$ cat src/rtl/sd_pkg.sv
package sd_pkg;

    localparam int unsigned SD_NUM_CH   = 6;
    localparam int unsigned SD_SAMPLE_W = 24;
    localparam int unsigned SD_RUN_LEN  = 9600;

    // Per-frame instruction to the run counter
    typedef struct packed {
        logic restart;   // participation set changed
        logic clear;     // participating channel carried non-zero data
        logic advance;   // a clean all-zero frame arrived
        logic inhibit;   // nothing participates: flag may not assert
    } run_ctrl_t;

    function automatic logic any_set(input logic [SD_NUM_CH-1:0] v);
        return |v;
    endfunction

endpackage

$ cat src/rtl/sd_chan_zero.sv
module sd_chan_zero #(
    parameter int unsigned SAMPLE_W = 24
) (
    input  logic [SAMPLE_W-1:0] sample,
    input  logic                take_part,
    output logic                breaks_run
);
    // A channel breaks the silence run only when it takes part and carries data
    always_comb begin
        breaks_run = take_part & (|sample);
    end
endmodule

$ cat src/rtl/sd_run_counter.sv
module sd_run_counter
    import sd_pkg::*;
#(
    parameter int unsigned RUN_LEN = 9600
) (
    input  logic      clk,
    input  logic      rst,
    input  run_ctrl_t ctrl,
    output logic      reached
);
    localparam int unsigned CW = $clog2(RUN_LEN + 1);
    localparam logic [CW-1:0] LIMIT = CW'(RUN_LEN);

    logic [CW-1:0] cnt_q;
    logic [CW-1:0] cnt_d;
    logic          reached_q;

    always_comb begin
        cnt_d = cnt_q;
        if (ctrl.restart || ctrl.clear) begin
            cnt_d = '0;
        end else if (ctrl.advance) begin
            cnt_d = (cnt_q == LIMIT) ? cnt_q : cnt_q + 1'b1;
        end
    end

    always_ff @(posedge clk) begin
        if (rst) begin
            cnt_q     <= '0;
            reached_q <= 1'b0;
        end else begin
            cnt_q     <= cnt_d;
            reached_q <= !ctrl.inhibit && (cnt_d == LIMIT);
        end
    end

    assign reached = reached_q;
endmodule

$ cat src/rtl/sd_silence_detect.sv
module sd_silence_detect
    import sd_pkg::*;
#(
    parameter int unsigned NUM_CH   = SD_NUM_CH,
    parameter int unsigned SAMPLE_W = SD_SAMPLE_W,
    parameter int unsigned RUN_LEN  = SD_RUN_LEN
) (
    input  logic                         clk,
    input  logic                         rst,
    input  logic                         frame_vld,
    input  logic [NUM_CH*SAMPLE_W-1:0]   samples,
    input  logic [NUM_CH-1:0]            part_mask,
    input  logic                         strap_all,
    input  logic                         mute,
    output logic                         silent_n
);
    logic [NUM_CH-1:0] eff_mask;
    logic [NUM_CH-1:0] eff_mask_q;
    logic [NUM_CH-1:0] ch_break;
    run_ctrl_t         ctrl;
    logic              reached;

    // Pin-strap mode makes every channel take part
    assign eff_mask = strap_all ? {NUM_CH{1'b1}} : part_mask;

    always_ff @(posedge clk) begin
        if (rst) begin
            eff_mask_q <= '0;
        end else begin
            eff_mask_q <= eff_mask;
        end
    end

    for (genvar g = 0; g < NUM_CH; g++) begin : g_chan
        sd_chan_zero #(
            .SAMPLE_W (SAMPLE_W)
        ) u_zero (
            .sample     (samples[g*SAMPLE_W +: SAMPLE_W]),
            .take_part  (eff_mask[g]),
            .breaks_run (ch_break[g])
        );
    end

    always_comb begin
        ctrl.restart = (eff_mask != eff_mask_q);
        ctrl.clear   = frame_vld && (|ch_break);
        ctrl.advance = frame_vld && !(|ch_break);
        ctrl.inhibit = !(|eff_mask);
    end

    sd_run_counter #(
        .RUN_LEN (RUN_LEN)
    ) u_run (
        .clk     (clk),
        .rst     (rst),
        .ctrl    (ctrl),
        .reached (reached)
    );

    // Mute acts without a register stage
    assign silent_n = !(mute || reached);
endmodule

$ cat config.mk
export PLATFORM = sky130hd
export DESIGN_NAME = sd_silence_detect
export DESIGN_NICKNAME = d
export VERILOG_FILES = /design/src/rtl/sd_pkg.sv /design/src/rtl/sd_chan_zero.sv /design/src/rtl/sd_run_counter.sv /design/src/rtl/sd_silence_detect.sv
export SDC_FILE = /design/constraint.sdc
export NUM_CORES = 1
export LEC_CHECK = 0
export CORE_ASPECT_RATIO = 0.5
export CORE_MARGIN = 2
export CORE_UTILIZATION = 28
export DETAILED_ROUTE_END_ITERATION = 10
export PLACE_DENSITY = 0.78
export SETUP_SLACK_MARGIN = 0.02
export SYNTH_ARGS = -nofsm -noshare
export SYNTH_HDL_FRONTEND = slang
export SYNTH_SLANG_ARGS = --single-unit
export TNS_END_PERCENT = 100
$ cat constraint.sdc
create_clock -name clk -period 3 [get_ports clk]
set_input_delay 0.75 -clock clk [delete_from_list [all_inputs] [get_ports clk]]
set_output_delay 0.75 -clock clk [all_outputs]
set_load 0.01 [all_outputs]
==> impl_metrics.ini <==
[logic_synthesis]
yosys.area.top_type_share = 0.255
synth-seq-area-share = 0.255
ys_seq_elements = 21
post_synth_most_frequent_cells = sky130_fd_sc_hd__nor4_1 (49), sky130_fd_sc_hd__nor2_1 (31), sky130_fd_sc_hd__dfxtp_1 (21), sky130_fd_sc_hd__nand2_1 (15), sky130_fd_sc_hd__nand4_1 (9)
ys_dominant_reg_cell = sky130_fd_sc_hd__dfxtp_1
synth.distinct_cells = 42
synth_edf_count = 0
synth-async-reset-ratio = 0
synth_nets = 377
synth_cells = 220
syn-cell-area_um2 = 1650
synth_top_cell_by_area = sky130_fd_sc_hd__dfxtp_1
yosys_warnings = 0
synth.area.top_cells = sky130_fd_sc_hd__dfxtp_1 (25%), sky130_fd_sc_hd__nor4_1 (19%), sky130_fd_sc_hd__nor2_1 (7.0%), sky130_fd_sc_hd__xnor2_1 (3.7%), sky130_fd_sc_hd__xor2_1 (3.7%)
post_synth.cell_area_avg_um2 = 7.51
count_leader_synth = sky130_fd_sc_hd__nor4_1

[cells_and_area]
final_design_area_no_fill_um2 = 4090
areaGrowthSynthToFinish_pct = 148
layout.area.seq_um2 = 420
nets = 589
number_of_standard_cells_in_the_final_layout_excluding_fillers = 504
antenna-diode-count = 0
layout-drive-gt1-share = 0.392
multiInputGateArea_um2 = 1640
fillCellCount = 368

[die]
die_width_um = 113
core_region_area_um2 = 5590
die_h_um = 58.3
initial_core_util = 0.296
floorplan.io_pins = 156
num_rows = 19
design.die.area_um2 = 6570

[worst_setup_path]
type_of_the_worst_setup_path = in2reg
crit_arrival_ps = 3650
worst_setup_path_start_kind = input port
cp-end-kind = flop
worstReg2RegStart = u_run.cnt_q[0]
worstSetupStartpoint = samples[10]
register_to_register_path_setup_slack_ps = 130
required_ps = 3160
critical_path.max_fanout = 3

[clock_network]
cts_buffers = 3
cts-root-buf = sky130_fd_sc_hd__clkbuf_16
worstSkewPairLatency_ps = 260
htree_levels = 1
cts_max_path_buffers = 2
tritoncts_num_sinks = 21
tritoncts_clock_tree = done
cts_clock_pin_slew_for_the_worst_setup_and_hold_paths_ps = 60

[detailed_routing]
post-route-drc-count = 0
total_wirelength_of_the_detailed_routed_design_mm = 10.5
drtPass1Iterations = 5
wl_per_cell_um = 20.8
via_per_inst = 5.85
final_antenna_net_count = 0
vias_after_detailed_routing = 2946
dr.first_iter.drc_count = 178

[power]
powerDensity_nw_per_um2 = 209
seq_power_share = 0.337
net-switching-power_mw = 0.221
ir_worst_vdd_v = 0.000226
p_comb_frac = 0.330
swShare = 0.259
p_int_mw = 0.635
clkPwrFrac = 0.333
power_leakage_nw = 1.63

[sta]
worst_clock_skew_ps = 4.34
worstMarginPinSlew_ps = 446
report.final.setup_viol = 13
slew_headroom = 0.702
rsz0062_at_grt = yes
drv_slew = 0
timing.final.crit_share = 1.16
fmax_ghz = 0.286
finalHoldViolCount = 0
final.setup.worst_slack_ps = -491
min_period_ps = 3490

[worst_hold_path]
holdCritPathClass = reg2reg
hold_path.startpoint = u_run.cnt_q[10]

[global_route]
antenna_found_initial = 0
wire_length_of_the_first_global_routing_pass_mm = 14.6
first_global_vias = 2912
global_route.usage.total = 0.287
globalRoute.totalOverflow = 0
pin_count_of_the_biggest_net_entering_global_routing = 13

[placement]
detailed_placement_hpwl_mm = 6.97
cell_area_after_placement_um2 = 3650
dp.cells = 476
routabilityCongestion = 0.939
place.port_buffers = 155

[flow_run]
max_cap_viol = 0

[outcome]
violated_checks = setup timing
outcome = finished, violations left
==> placed cells by master, fill, tap and decap left out, types with 8 or more instances in the layout <==
cell,n
sky130_fd_sc_hd__buf_2,12
sky130_fd_sc_hd__buf_4,47
sky130_fd_sc_hd__buf_6,20
sky130_fd_sc_hd__clkbuf_2,18
sky130_fd_sc_hd__clkdlybuf4s15_1,44
sky130_fd_sc_hd__clkdlybuf4s50_1,11
sky130_fd_sc_hd__dfxtp_1,21
sky130_fd_sc_hd__dlygate4sd2_1,58
sky130_fd_sc_hd__nand2_1,15
sky130_fd_sc_hd__nand3_1,8
sky130_fd_sc_hd__nand4_1,9
sky130_fd_sc_hd__nor2_1,29
sky130_fd_sc_hd__nor4_1,12
sky130_fd_sc_hd__nor4_2,29
sky130_fd_sc_hd__nor4_4,11
==> state kept, by name, summed over array words and instances, names as in the netlist <==
name,cells
eff_mask_q,6
u_run.cnt_q,14
u_run.reached,1
==> path summary, 6_finish.rpt <==
check,endpoint,cells after the start
setup reg to reg,u_run.reached,8
setup / recovery,u_run.reached,14
hold reg to reg,u_run.cnt_q[10],2
hold / removal,u_run.cnt_q[10],2
==> critical path: stages <==
cell and delay [ps]:
sky130_fd_sc_hd__buf_6 100, sky130_fd_sc_hd__nor4_2 330, sky130_fd_sc_hd__nand4_1 170, sky130_fd_sc_hd__buf_4 190, sky130_fd_sc_hd__nor4_4 370, sky130_fd_sc_hd__a31oi_2 170, sky130_fd_sc_hd__buf_6 160, sky130_fd_sc_hd__buf_4 130
sky130_fd_sc_hd__buf_6 120, sky130_fd_sc_hd__nor4_2 280, sky130_fd_sc_hd__buf_4 170, sky130_fd_sc_hd__mux2i_1 210, sky130_fd_sc_hd__o211ai_1 190, sky130_fd_sc_hd__a2111oi_4 310
==> per-layer routing <==
metal  global-route usage  up-vias  part of all wire
li1                     -     1283                 -
met1                0.333     1390              0.38
met2                0.534      208              0.48
met3               0.0669       65             0.086
met4               0.0958        0             0.051
met5                    0        -                 0
==> cell families after synthesis <==
| group | Yosys count | synth area share |
|---|---|---|
| xor gates and xnor gates | 14 | 0.0742 |
| buffers and inverters | 14 | 0.0364 |
| AOI/OAI and AO/OA | 27 | 0.113 |
| adders and majority gates | 2 | 0.0151 |
| DFF | 21 | 0.255 |
| muxes | 5 | 0.0326 |
| and+or+nand+nor | 137 | 0.474 |
==> power by group through the flow <==
stage	sequential (mW)	clock, mW	combinational, mW
after CTS	0.289	0.286	0.255
final	0.289	0.285	0.283
after floorplan	0.294	0	0.0459
after global placement	0.294	0	0.287
after detailed placement	0.295	0	0.293
after global routing	0.289	0.300	0.299
==> cell type report <==
type,instances,area share
repair buffers,213,0.448
clock inverters,1,0.00122
flip-flops and latches,21,0.103
multi-input cells,186,0.401
inverters,7,0.00643
well taps,73,0.0223
clock buffers,3,0.0184
==> what timing repair did <==
action | 4_1_cts | 5_1_grt
gates resized for setup | 288 | 73
hold buffers | 0 | 0
buffers inserted | 20 | 7
pin swaps | 57 | 32
endpoints found under the setup margin | 14 | 13
cloned | 0 | 1
==> through the flow <==
| stage | TNS [ps] | total power, mW | util | worst slack (ps) | hold WS (ps) |
|---|---|---|---|---|---|
| floorplan | 0 | 0.339 | - | 22.7 | 511 |
| global placement | -6540 | 0.581 | 0.653 | -685 | 550 |
| detailed placement | -7350 | 0.587 | 0.653 | -767 | 567 |
| CTS | -26.2 | 0.829 | 0.705 | -26.2 | 581 |
| global route | -1960 | 0.888 | 0.732 | -544 | 668 |
| finish | -1460 | 0.856 | 0.732 | -491 | 629 |
No activity file was read; power rests on OpenSTA's default activity.
